--- src/rtl/bag_pkg.sv ---
// Shared types for the bus access guard.
// Assumes: one fault class is reported per access; NONE means allowed.
package bag_pkg;

    typedef enum logic [2:0] {
        FC_NONE  = 3'd0,
        FC_PAGE  = 3'd1,   // page absent in RAM space
        FC_KERN  = 3'd2,   // user touched kernel range
        FC_WPROT = 3'd3,   // user write to write-protected page
        FC_UIO   = 3'd4    // user touched I/O space
    } fclass_e;

    typedef enum logic [1:0] {
        SZ_BYTE = 2'd0,
        SZ_WORD = 2'd1,
        SZ_LONG = 2'd2,
        SZ_LNG2 = 2'd3
    } xfer_size_e;

endpackage

--- src/rtl/bag_classify.sv ---
// Fault classifier: looks at one access and names the first fault class
// that matches, in fixed priority order.
// Assumes: the page state and write-enable inputs belong to acc_addr.
module bag_classify
    import bag_pkg::*;
#(
    parameter int                ADDR_W   = 24,
    parameter logic [ADDR_W-1:0] RAM_TOP  = 24'h3FFFFF,
    parameter logic [ADDR_W-1:0] KERN_TOP = 24'h07FFFF
) (
    input  logic              valid,
    input  logic [ADDR_W-1:0] addr,
    input  logic              write,
    input  logic              supv,
    input  logic [1:0]        pg_state,
    input  logic              pg_we,
    output fclass_e           cls
);

    logic in_ram;
    logic in_kern;
    logic absent;

    // Decode the address range and the page presence.
    always_comb begin
        in_ram  = (addr <= RAM_TOP);
        in_kern = (addr <= KERN_TOP);
        absent  = (pg_state == 2'b00);
    end

    // Priority chain: absent page, kernel, write protect, user I/O.
    always_comb begin
        cls = FC_NONE;
        if (valid) begin
            if (in_ram && absent)
                cls = FC_PAGE;
            else if (!supv && in_kern)
                cls = FC_KERN;
            else if (!supv && write && in_ram && !pg_we)
                cls = FC_WPROT;
            else if (!supv && !in_ram)
                cls = FC_UIO;
        end
    end

endmodule

--- src/rtl/bag_encode.sv ---
// Status encoder: builds the general status word and the two bus status
// words that a fault of class cls would leave behind.
// Assumes: ADDR_W is between 17 and 16+STAT_W.
module bag_encode
    import bag_pkg::*;
#(
    parameter int ADDR_W = 24,
    parameter int STAT_W = 16
) (
    input  fclass_e           cls,
    input  logic [ADDR_W-1:0] addr,
    input  logic [1:0]        size,
    input  logic              write,
    input  logic              pie,
    output logic [STAT_W-1:0] gen_code,
    output logic [STAT_W-1:0] b0_code,
    output logic [STAT_W-1:0] b1_code
);

    localparam int HI_W = ADDR_W - 16;
    localparam logic [STAT_W-1:0] GEN_PAGE = 16'h8BFF;
    localparam logic [STAT_W-1:0] GEN_PROT = 16'h9BFF;
    localparam logic [STAT_W-1:0] GEN_UIO  = 16'h9AFF;
    localparam logic [STAT_W-1:0] RD_FLAG  = 16'h4000;
    localparam logic [STAT_W-1:0] PIE_FLAG = 16'h0400;
    localparam logic [STAT_W-1:0] LN_WIDE  = 16'h7C00;
    localparam logic [STAT_W-1:0] LN_EVEN  = 16'h7D00;
    localparam logic [STAT_W-1:0] LN_ODD   = 16'h7E00;

    logic [STAT_W-1:0] base;
    logic [STAT_W-1:0] lane;

    // Pick the class base code, then fold in the direction and parity flags.
    always_comb begin
        unique case (cls)
            FC_PAGE:           base = GEN_PAGE;
            FC_KERN, FC_WPROT: base = GEN_PROT;
            FC_UIO:            base = GEN_UIO;
            default:           base = '1;
        endcase
        gen_code = base | (write ? '0 : RD_FLAG) | (pie ? PIE_FLAG : '0);
    end

    // Size and byte-lane code joined with the top address bits.
    always_comb begin
        if (size == SZ_BYTE)
            lane = addr[0] ? LN_ODD : LN_EVEN;
        else
            lane = LN_WIDE;
        b0_code = lane | {{(STAT_W-HI_W){1'b0}}, addr[ADDR_W-1:16]};
        b1_code = addr[15:0];
    end

endmodule

--- src/rtl/bag_status_regs.sv ---
// Status register bank: NREG words that reset/clear to all-ones and load
// on a capture strobe; clear wins over capture.
// Assumes: cap and clr are single-cycle strobes from the same clock domain.
module bag_status_regs #(
    parameter int NREG = 3,
    parameter int W    = 16
) (
    input  logic                  clk,
    input  logic                  rst_n,
    input  logic                  clr,
    input  logic                  cap,
    input  logic [NREG-1:0][W-1:0] d_in,
    output logic [NREG-1:0][W-1:0] q_out
);

    logic [W-1:0] q_r [NREG];

    for (genvar i = 0; i < NREG; i++) begin : g_word
        // One status word: reset and clear to ones, else load on capture.
        always_ff @(posedge clk) begin
            if (!rst_n)
                q_r[i] <= '1;
            else if (clr)
                q_r[i] <= '1;
            else if (cap)
                q_r[i] <= d_in[i];
        end
        assign q_out[i] = q_r[i];
    end

endmodule

--- src/rtl/bus_access_guard.sv ---
// Bus access guard: classifies each CPU bus cycle, flags a bus error and
// a level-7 request in the same cycle, and captures three status words.
// Assumes: page state and write-enable come from the map lookup of acc_addr
// in the same cycle; the supervisor flag is bit SUPV_BIT of cpu_sr.
module bus_access_guard
    import bag_pkg::*;
#(
    parameter int                ADDR_W   = 24,
    parameter int                STAT_W   = 16,
    parameter int                SR_W     = 16,
    parameter int                SUPV_BIT = 13,
    parameter logic [ADDR_W-1:0] RAM_TOP  = 24'h3FFFFF,
    parameter logic [ADDR_W-1:0] KERN_TOP = 24'h07FFFF
) (
    input  logic              clk,
    input  logic              rst_n,
    input  logic              acc_valid,
    input  logic [ADDR_W-1:0] acc_addr,
    input  logic [1:0]        acc_size,
    input  logic              acc_write,
    input  logic [SR_W-1:0]   cpu_sr,
    input  logic [1:0]        pg_state,
    input  logic              pg_wr_en,
    input  logic              par_int_en,
    input  logic              clr_stat,
    output logic              fault,
    output logic              berr_pulse,
    output logic              lvl7_req,
    output logic [STAT_W-1:0] gen_stat,
    output logic [STAT_W-1:0] bus_stat0,
    output logic [STAT_W-1:0] bus_stat1
);

    localparam int NREG = 3;

    fclass_e                       cls;
    logic                          supv;
    logic [STAT_W-1:0]             gen_code, b0_code, b1_code;
    logic [NREG-1:0][STAT_W-1:0]   d_words, q_words;

    assign supv = cpu_sr[SUPV_BIT];

    bag_classify #(
        .ADDR_W(ADDR_W), .RAM_TOP(RAM_TOP), .KERN_TOP(KERN_TOP)
    ) u_cls (
        .valid(acc_valid), .addr(acc_addr), .write(acc_write),
        .supv(supv), .pg_state(pg_state), .pg_we(pg_wr_en), .cls(cls)
    );

    bag_encode #(.ADDR_W(ADDR_W), .STAT_W(STAT_W)) u_enc (
        .cls(cls), .addr(acc_addr), .size(acc_size), .write(acc_write),
        .pie(par_int_en), .gen_code(gen_code), .b0_code(b0_code),
        .b1_code(b1_code)
    );

    // Fault signals: every class gives a bus error; all but user I/O interrupt.
    always_comb begin
        fault      = (cls != FC_NONE);
        berr_pulse = fault;
        lvl7_req   = fault && (cls != FC_UIO);
    end

    assign d_words = {b1_code, b0_code, gen_code};

    bag_status_regs #(.NREG(NREG), .W(STAT_W)) u_regs (
        .clk(clk), .rst_n(rst_n), .clr(clr_stat), .cap(fault),
        .d_in(d_words), .q_out(q_words)
    );

    assign gen_stat  = q_words[0];
    assign bus_stat0 = q_words[1];
    assign bus_stat1 = q_words[2];


    lvl7_needs_berr_chk: assert property (@(posedge clk) disable iff (!rst_n)
        lvl7_req |-> berr_pulse);


    idle_no_berr_chk: assert property (@(posedge clk) disable iff (!rst_n)
        !acc_valid |-> !berr_pulse && !lvl7_req);


    supv_io_ok_chk: assert property (@(posedge clk) disable iff (!rst_n)
        (acc_valid && cpu_sr[SUPV_BIT] && acc_addr > RAM_TOP) |-> !fault);


    clear_ones_chk: assert property (@(posedge clk) disable iff (!rst_n)
        clr_stat |=> (gen_stat == '1 && bus_stat0 == '1 && bus_stat1 == '1));


    hold_chk: assert property (@(posedge clk) disable iff (!rst_n)
        (!fault && !clr_stat) |=> ($stable(gen_stat) && $stable(bus_stat0)
                                   && $stable(bus_stat1)));


    addr_low_chk: assert property (@(posedge clk) disable iff (!rst_n)
        (fault && !clr_stat) |=> bus_stat1 == $past(acc_addr[15:0]));

endmodule

--- config.mk ---
export PLATFORM = sky130hd
export DESIGN_NAME = bus_access_guard
export DESIGN_NICKNAME = d
export VERILOG_FILES = /design/src/rtl/bag_pkg.sv /design/src/rtl/bag_classify.sv /design/src/rtl/bag_encode.sv /design/src/rtl/bag_status_regs.sv /design/src/rtl/bus_access_guard.sv
export SDC_FILE = /design/constraint.sdc
export NUM_CORES = 1
export LEC_CHECK = 0
export BUFFER_PORTS_ARGS = -buffer_cell sky130_fd_sc_hd__buf_2
export CAP_MARGIN = 20
export CORE_UTILIZATION = 40
export CTS_CLUSTER_DIAMETER = 200
export DETAILED_ROUTE_END_ITERATION = 8
export PLACE_DENSITY = 0.85
export SYNTH_ARGS = -nofsm -noshare
export SYNTH_HDL_FRONTEND = slang
export SYNTH_SLANG_ARGS = --single-unit
export TNS_END_PERCENT = 100
--- constraint.sdc ---
create_clock -name clk -period 2.55 [get_ports clk]
set_input_delay 0.6375 -clock clk [delete_from_list [all_inputs] [get_ports clk]]
set_output_delay 0.6375 -clock clk [all_outputs]
set_load 0.01 [all_outputs]
==> results of run 1 <==
-- power by group --
| group | internal (mW) | switching, mW | leakage [nW] |
|---|---|---|---|
| logic | 0.0614 | 0.0863 | 0.403 |
| clock network | 0.284 | 0.163 | 0.0532 |
| registers | 0.619 | 0.00885 | 0.285 |
| total | 0.964 | 0.258 | 0.741 |
-- final cells by class --
class	count	share of cell area, %
clock inverters	3	1.94
repair buffers	73	19.2
inverters	1	0.194
flip-flops and latches	32	49.6
clock buffers	5	3.55
multi-input cells	66	22.5
well taps	46	2.97
-- synthesized netlist by cell type --
cell type	count
o41ai_1	1
inv_1	1
o41a_1	1
o21ba_2	1
conb_1	1
o311ai_0	2
nand2_1	2
a21o_1	1
buf_6	2
nor4_4	1
nor3b_2	1
o41ai_4	1
nand3b_1	1
nor2_1	5
and3b_1	1
o32ai_1	1
nor3_1	1
o311a_2	1
nor4_2	1
edfxtp_1	32
or2_1	25
buf_4	17
or3b_1	2
nand2b_1	1
-- metal layers --
metal | global-route usage (%) | vias to the layer above
met5 | 0 | -
met1 | 17.2 | 452
met3 | 4.35 | 8
met2 | 23.7 | 83
li1 | - | 489
met4 | 7.85 | 0
-- cell families (layout without fill, tap and decap cells) --
kind of cell / Yosys count / in the layout / synth area share, %
buffers and inverters: 20 / 82 / 10.3
AO/OA/AOI/OAI: 9 / 9 / 6.86
AND/OR/NAND/NOR: 41 / 41 / 18.3
flip-flops: 32 / 32 / 64.3
other: 1 / 16 / 0.251
-- stage by stage --
| stage | power, mW | std cells | hold slack [ns] | worst slack, ns |
|---|---|---|---|---|
| after CTS | 1.24 | 226 | 0.611 | 0.243 |
| after global placement | 0.784 | 218 | 0.894 | 0.256 |
| final | 1.22 | 226 | 0.617 | 0.236 |
| after global routing | 1.27 | 226 | 0.614 | 0.163 |
| after detailed placement | 0.787 | 218 | 0.898 | 0.247 |
| after floorplan | 0.727 | 118 | 0.813 | 0.313 |
-- worst max path at each step --
stage	slack, ns	end	cells after the start
CTS	0.24	fault	4
global route	0.16	fault	4
detailed placement	0.25	fault	4
floorplan	0.31	u_regs.q_r[0][10]	3
finish	0.24	fault	4
global placement	0.26	berr_pulse	4
==> results.cfg, run 1 <==
[status]
status = finished clean

[placement]
dp_hpwl_um = 1980
portBuffers = 70
gp_congestion = 0.794
placed_area_sq_mm = 0.00183

[job]
maxCapViolations = 0

[clock_network]
cts_buffer_depth = 2
cts_num_sinks = 32
postCtsResizedCells = 0
root_buffer = clkbuf_8
cts_tree = yes
hold_buffers = 0
path_clk_slew_ns = 0.06
htree_levels = 2
postCtsSetupBuffers = 0
numCtsBuffers = 5

[route]
dr_wl_met2_um = 1200
viasPerCell = 4.57
wl_met3_um = 287
met1_length_um = 1130
top_layer_used = met4
ant_nets = 0
avgRoutedWirePerCell_um = 11.8
firstDrtPassIters = 4
route.detailed.drc = 0
num_vias = 1032
drtIter0Drc = 82
totalWireLength_um = 2660

[yosys]
netlist_area_sq_mm = 0.00150
ys_warn_count = 0
ys_seq_elements = 32
synth_cells = 103
synth_top_area_cell = edfxtp_1
synth_top_area_share_pct = 64.3
avgSynthCellArea_sq_um = 14.5
ys_seq_area_share_pct = 64.3
synth.distinct_cells = 24
synth_area_leaders = edfxtp_1, or2_1, buf_4

[floorplanning]
ios = 102
core_area_sq_mm = 0.00347
dieArea_sq_mm = 0.00399
rows = 21
die_w_um = 63.1
die_y_um = 63.1
initial_core_util_pct = 43.1

[sta]
hold_viol = 0
worst_pin_slew_ns = 0.984
max_freq_mhz = 432
fin_crit_ns = 2.31
relSlewSlack_pct = 34.2
maxSlewViolCount = 0
setup_violations = 0
rsz0062_at_grt = false
finalSetupTns_ns = 0
fin_crit_sh_pct = 90.7

[final_layout]
mostFrequentLayoutCells = buf_2, edfxtp_1, or2_1
finalNetCount = 230
final_common_cell = buf_2
multi_input_area_sq_um = 437
syn_to_final_growth_pct = 29.6
fillers = 317
antenna_cells = 0
drive_above_1_share_pct = 47.2
regMostFlops = u_regs.q_r
postLayoutCoreUtil_pct = 55.9
reg_top3 = u_regs.q_r (32)
seq_area_sq_um = 961
design_area_sq_mm = 0.00194
largest_reg_flops = 32

[setup_path]
critPathLaunchType = primary input
crit_buf_inv = 2
cp_data_required_time_ns = 1.91
cpPeakStageDelay_ns = 0.49
worstSetupEndpointType = output pin
crit_type = in -> out
startpoint = acc_addr[23]
path_common_cell = buf_2
critPathTopFamily = simple AND/OR/NAND/NOR gates
crit_slowest_cell = nor4_4
critPathMaxFanout = 7
arrival_ns = 1.68
path_cells = buf_2 -> nor4_4 -> o41a_1 -> buf_2

[grt]
antenna_found_initial = 0
grt_usage_pct = 14.6
grt_max_degree = 28
grt_pass1_vias = 992
grt_pass1_wl_um = 4310
grt-ovfl-total = 0

[power]
power_density_mw_per_mm2 = 631
p_leak_nw = 0.741
peakVddDrop_uv = 330

[hold_path]
min_to = u_regs.q_r[2][11]
hp-start = acc_addr[11]
hold_path_depth = 2
min_path_type = in -> reg
(Power assumes the default switching activity.)
==> run 2, diff against run 1 <==
- PLACE_DENSITY: 0.85 -> 0.81
- clock period: 2.55 -> 2.75 ns (I/O delays scaled with it)
==> run 2 against run 1 <==
  * Clock power shrank 7.6%
  * Sequential share of layout area is the same
  * Sequential power shrank 7.3%
  * First-iteration DRC count shrank 46%
  * Wire length shrank 4.1%
  * Final cell count is the same
  * Combinational power shrank 7%
  * Highest routed layer unchanged
==> results.cfg, run 2 (synthesis results as in run 1) <==
[hold_path]
hp-start = acc_addr[4]
hold_path_depth = 2
min_path_type = in -> reg

[job]
maxCapViolations = 0

[power]
peakVddDrop_uv = 179
power_density_mw_per_mm2 = 584
report.power.total_mw = 1.13
comb_power_share_pct = 12.1
seqPwrFrac_pct = 51.4
p_leak_nw = 0.742
power.switching_mw = 0.238
swShare_pct = 21.1
p_int_mw = 0.893
p_clk_share_pct = 36.5

[sta]
fin_crit_sh_pct = 84.7
rsz0062_at_grt = false
relSlewSlack_pct = 55.9
setup_violations = 0
hold_viol = 0
max_freq_mhz = 429
maxSlewViolCount = 0
finalSetupTns_ns = 0
fin_crit_ns = 2.33
worst_pin_slew_ns = 0.661

[clock_network]
cts_num_sinks = 32
hold_buffers = 0
root_buffer = clkbuf_8
path_clk_slew_ns = 0.06
postCtsSetupBuffers = 0
postCtsResizedCells = 0
cts_tree = yes
numCtsBuffers = 5
cts_buffer_depth = 2
htree_levels = 2

[floorplanning]
rows = 21
die_w_um = 63.1
dieArea_sq_mm = 0.00399
die_y_um = 63.1
initial_core_util_pct = 43.1
core_area_sq_mm = 0.00347
ios = 102

[setup_path]
cp_data_required_time_ns = 2.06
worstSetupEndpointType = output pin
startpoint = cpu_sr[13]
arrival_ns = 1.64
crit_type = in -> out
critPathMaxFanout = 4
critPathLaunchType = primary input

[grt]
grt_pass1_vias = 830
antenna_found_initial = 0
grt_max_degree = 28
grt_pass1_wl_um = 3760
grt_usage_pct = 13.0
grt-ovfl-total = 0

[route]
viasPerCell = 4.57
ant_nets = 0
firstDrtPassIters = 4
num_vias = 1032
avgRoutedWirePerCell_um = 11.3
drtIter0Drc = 44
route.detailed.drc = 0
totalWireLength_um = 2550

[final_layout]
drive_above_1_share_pct = 47.2
largest_reg_flops = 32
stdcell_count = 226
reg_top3 = u_regs.q_r (32)
finalNetCount = 230
final_common_cell = buf_2
postLayoutCoreUtil_pct = 55.9
fillers = 306
syn_to_final_growth_pct = 29.6
design_area_sq_mm = 0.00194
regMostFlops = u_regs.q_r
mostFrequentLayoutCells = buf_2, edfxtp_1, or2_1
antenna_cells = 0

[placement]
placed_area_sq_mm = 0.00183
dp.cells = 218
dp_hpwl_um = 1970
gp_congestion = 0.673
portBuffers = 70

[status]
status = finished clean
-- run 2: final cells by class --
class,count,area [sq um],area share (%)
clock buffers,5,68.8,3.55
clock inverters,3,37.5,1.94
well taps,46,57.6,2.97
flip-flops and latches,32,961,49.6
inverters,1,3.75,0.194
multi-input cells,66,437,22.5
repair buffers,73,373,19.2
-- run 2: power groups by stage --
stage,sequential (mW),combinational (mW),clock [mW]
floorplan,0.614,0.0606,0
global route,0.585,0.148,0.439
CTS,0.582,0.138,0.420
global placement,0.590,0.136,0
finish,0.581,0.137,0.413
detailed placement,0.592,0.138,0
-- run 2: through the flow --
stage	setup WS (ns)	hold slack, ns
6_report	0.421	0.664
5_1_grt	0.364	0.654
4_1_cts	0.413	0.659
3_5_place_dp	0.251	0.946
3_3_place_gp	0.274	0.943
2_1_floorplan	0.453	0.863
-- run 2: path summary, 6_finish.rpt --
check | to | slack [ns]
worst max-delay path | berr_pulse | 0.42
worst min-delay path | u_regs.q_r[2][4] | 0.66
-- run 2: worst max-delay path, cell delays in order --
cell     delay (ns)
buf_2          0.13
nor3b_2        0.38
o41a_1         0.29
buf_2          0.15
-- run 2: metal layers --
metal,GRT usage [%],up-vias,wire (um)
li1,-,490,-
met1,15.0,469,1070
met2,20.7,69,1190
met3,3.99,4,255
met4,8.72,0,32
met5,0,-,0
==> run 3, diff against run 2 <==
- CORE_UTILIZATION: 40 -> 37
- PLACE_DENSITY: 0.81 -> 0.79
- clock period: 2.75 -> 1.96 ns (I/O delays scaled with it)
==> run 3 against run 2 <==
  * Count of clock-buffer cells in the layout up 1
  * Via count down 0.68%
  * Die area up 7.8%
  * Design area up 5.0%
  * Highest routed layer unchanged
  * Critical path depth up 1
  * Sequential cell count unchanged
  * Sequential power up 40%
  * Final cell count up 4.9%
  * Critical endpoint is now lvl7_req
  * First-iteration DRC count down 2.3%
  * Clock power up 7.5%
==> results.cfg, run 3 (synthesis results as in run 1) <==
[status]
status = finished clean

[floorplanning]
die_y_um = 65.6
ios = 102
initial_core_util_pct = 39.6
die_w_um = 65.6
rows = 22
dieArea_sq_mm = 0.00430
core_area_sq_mm = 0.00377

[final_layout]
reg_top3 = u_regs.q_r (32)
final_common_cell = buf_2
stdcell_count = 237
fillers = 337
finalNetCount = 240
syn_to_final_growth_pct = 36.1
drive_above_1_share_pct = 50.3
regMostFlops = u_regs.q_r
antenna_cells = 0
mostFrequentLayoutCells = buf_2, edfxtp_1, or2_1
postLayoutCoreUtil_pct = 53.9
largest_reg_flops = 32

[power]
p_leak_nw = 0.792
comb_power_share_pct = 14.8
p_clk_share_pct = 30.1
swShare_pct = 22.5
power.switching_mw = 0.332
p_int_mw = 1.15
power_density_mw_per_mm2 = 726
seqPwrFrac_pct = 55.2
peakVddDrop_uv = 308

[placement]
dp.cells = 229
dp_slack_ns = -0.0751
gp_congestion = 0.672
portBuffers = 70
dp_hpwl_um = 2130

[grt]
busiest_layer = met2
use_met2_pct = 22.8
grt_util_met1_pct = 15.5
grt_pass1_wl_um = 4230
antenna_found_initial = 0
grt_usage_pct = 13.4
met3_usage_pct = 3.82
grt_max_degree = 17
grt-ovfl-total = 0
grt_pass1_vias = 933

[clock_network]
htree_levels = 2
path_clk_slew_ns = 0.06
root_buffer = clkbuf_8
cts_num_sinks = 32
hold_buffers = 0
numCtsBuffers = 5
cts_tree = yes
cts_buffer_depth = 2

[route]
drtIter0Drc = 43
firstDrtPassIters = 4
num_vias = 1025
totalWireLength_um = 2750
viasPerCell = 4.32
route.detailed.drc = 0
avgRoutedWirePerCell_um = 11.6
ant_nets = 0

[hold_path]
min_path_type = in -> reg
hold_path_depth = 2

[setup_path]
cp_data_required_time_ns = 1.47
crit_type = in -> out
arrival_ns = 1.43
startpoint = acc_write
crit_path_end = lvl7_req
critPathLaunchType = primary input
critPathMaxFanout = 3
worstSetupEndpointType = output pin

[sta]
maxSlewViolCount = 0
postLayoutSetupSlackWorst_ns = 0.0373
rsz0062_at_grt = false
fin_crit_ns = 1.92
hold_viol = 0
whs_ns = 0.477
max_freq_mhz = 520
fin_crit_sh_pct = 98.1
setup_violations = 0

[job]
maxCapViolations = 0
==> run 3: through the flow <==
step	TNS, ns	power [mW]	cell area (sq um)
6_report	0	1.48	2030
5_1_grt	0	1.55	2030
4_1_cts	0	1.49	2030
3_5_place_dp	-2.30	1.04	1900
3_3_place_gp	-2.60	1.03	1900
2_1_floorplan	-4.13	0.946	1550
==> run 3: power groups by stage <==
stage	clock (mW)	sequential (mW)	combinational, mW
finish	0.444	0.815	0.219
global route	0.492	0.819	0.240
CTS	0.461	0.815	0.219
detailed placement	0	0.830	0.207
global placement	0	0.828	0.204
floorplan	0	0.861	0.0851
==> run 3: what timing repair did <==
action,CTS,global route
setup buffers,2,0
pin swaps,2,1
endpoints found under the setup margin,3,32
resized for setup,9,2
==> run 3: per-layer routing <==
layer,vias up,routed length [um]
met5,-,0
met4,0,19
met3,2,258
met2,64,1340
met1,451,1130
li1,508,-
==> run 3: how the worst min path moves through the flow <==
stage                   endpoint         start  slack [ns]
6_report        u_regs.q_r[2][1]   acc_addr[1]        0.48
5_1_grt        u_regs.q_r[2][14]  acc_addr[14]        0.46
4_1_cts        u_regs.q_r[2][14]  acc_addr[14]        0.47
3_5_place_dp   u_regs.q_r[2][14]  acc_addr[14]        0.75
3_3_place_gp   u_regs.q_r[2][14]  acc_addr[14]        0.75
2_1_floorplan  u_regs.q_r[0][10]    par_int_en        0.67
==> run 3: critical path, stage by stage <==
cell	delay, ns
buf_2	0.10
nor3b_2	0.16
buf_4	0.15
o311a_2	0.39
buf_2	0.14
==> run 3: final cells by class <==
type / instances / area, sq um / area share, %
Sequential cell: 32 / 961 / 47.2
Timing Repair Buffer: 83 / 480 / 23.6
Multi-Input combinational cell: 66 / 452 / 22.2
Clock buffer: 6 / 72.6 / 3.57
Tap cell: 48 / 60.1 / 2.95
Clock inverter: 1 / 5.00 / 0.246
Inverter: 1 / 3.75 / 0.185
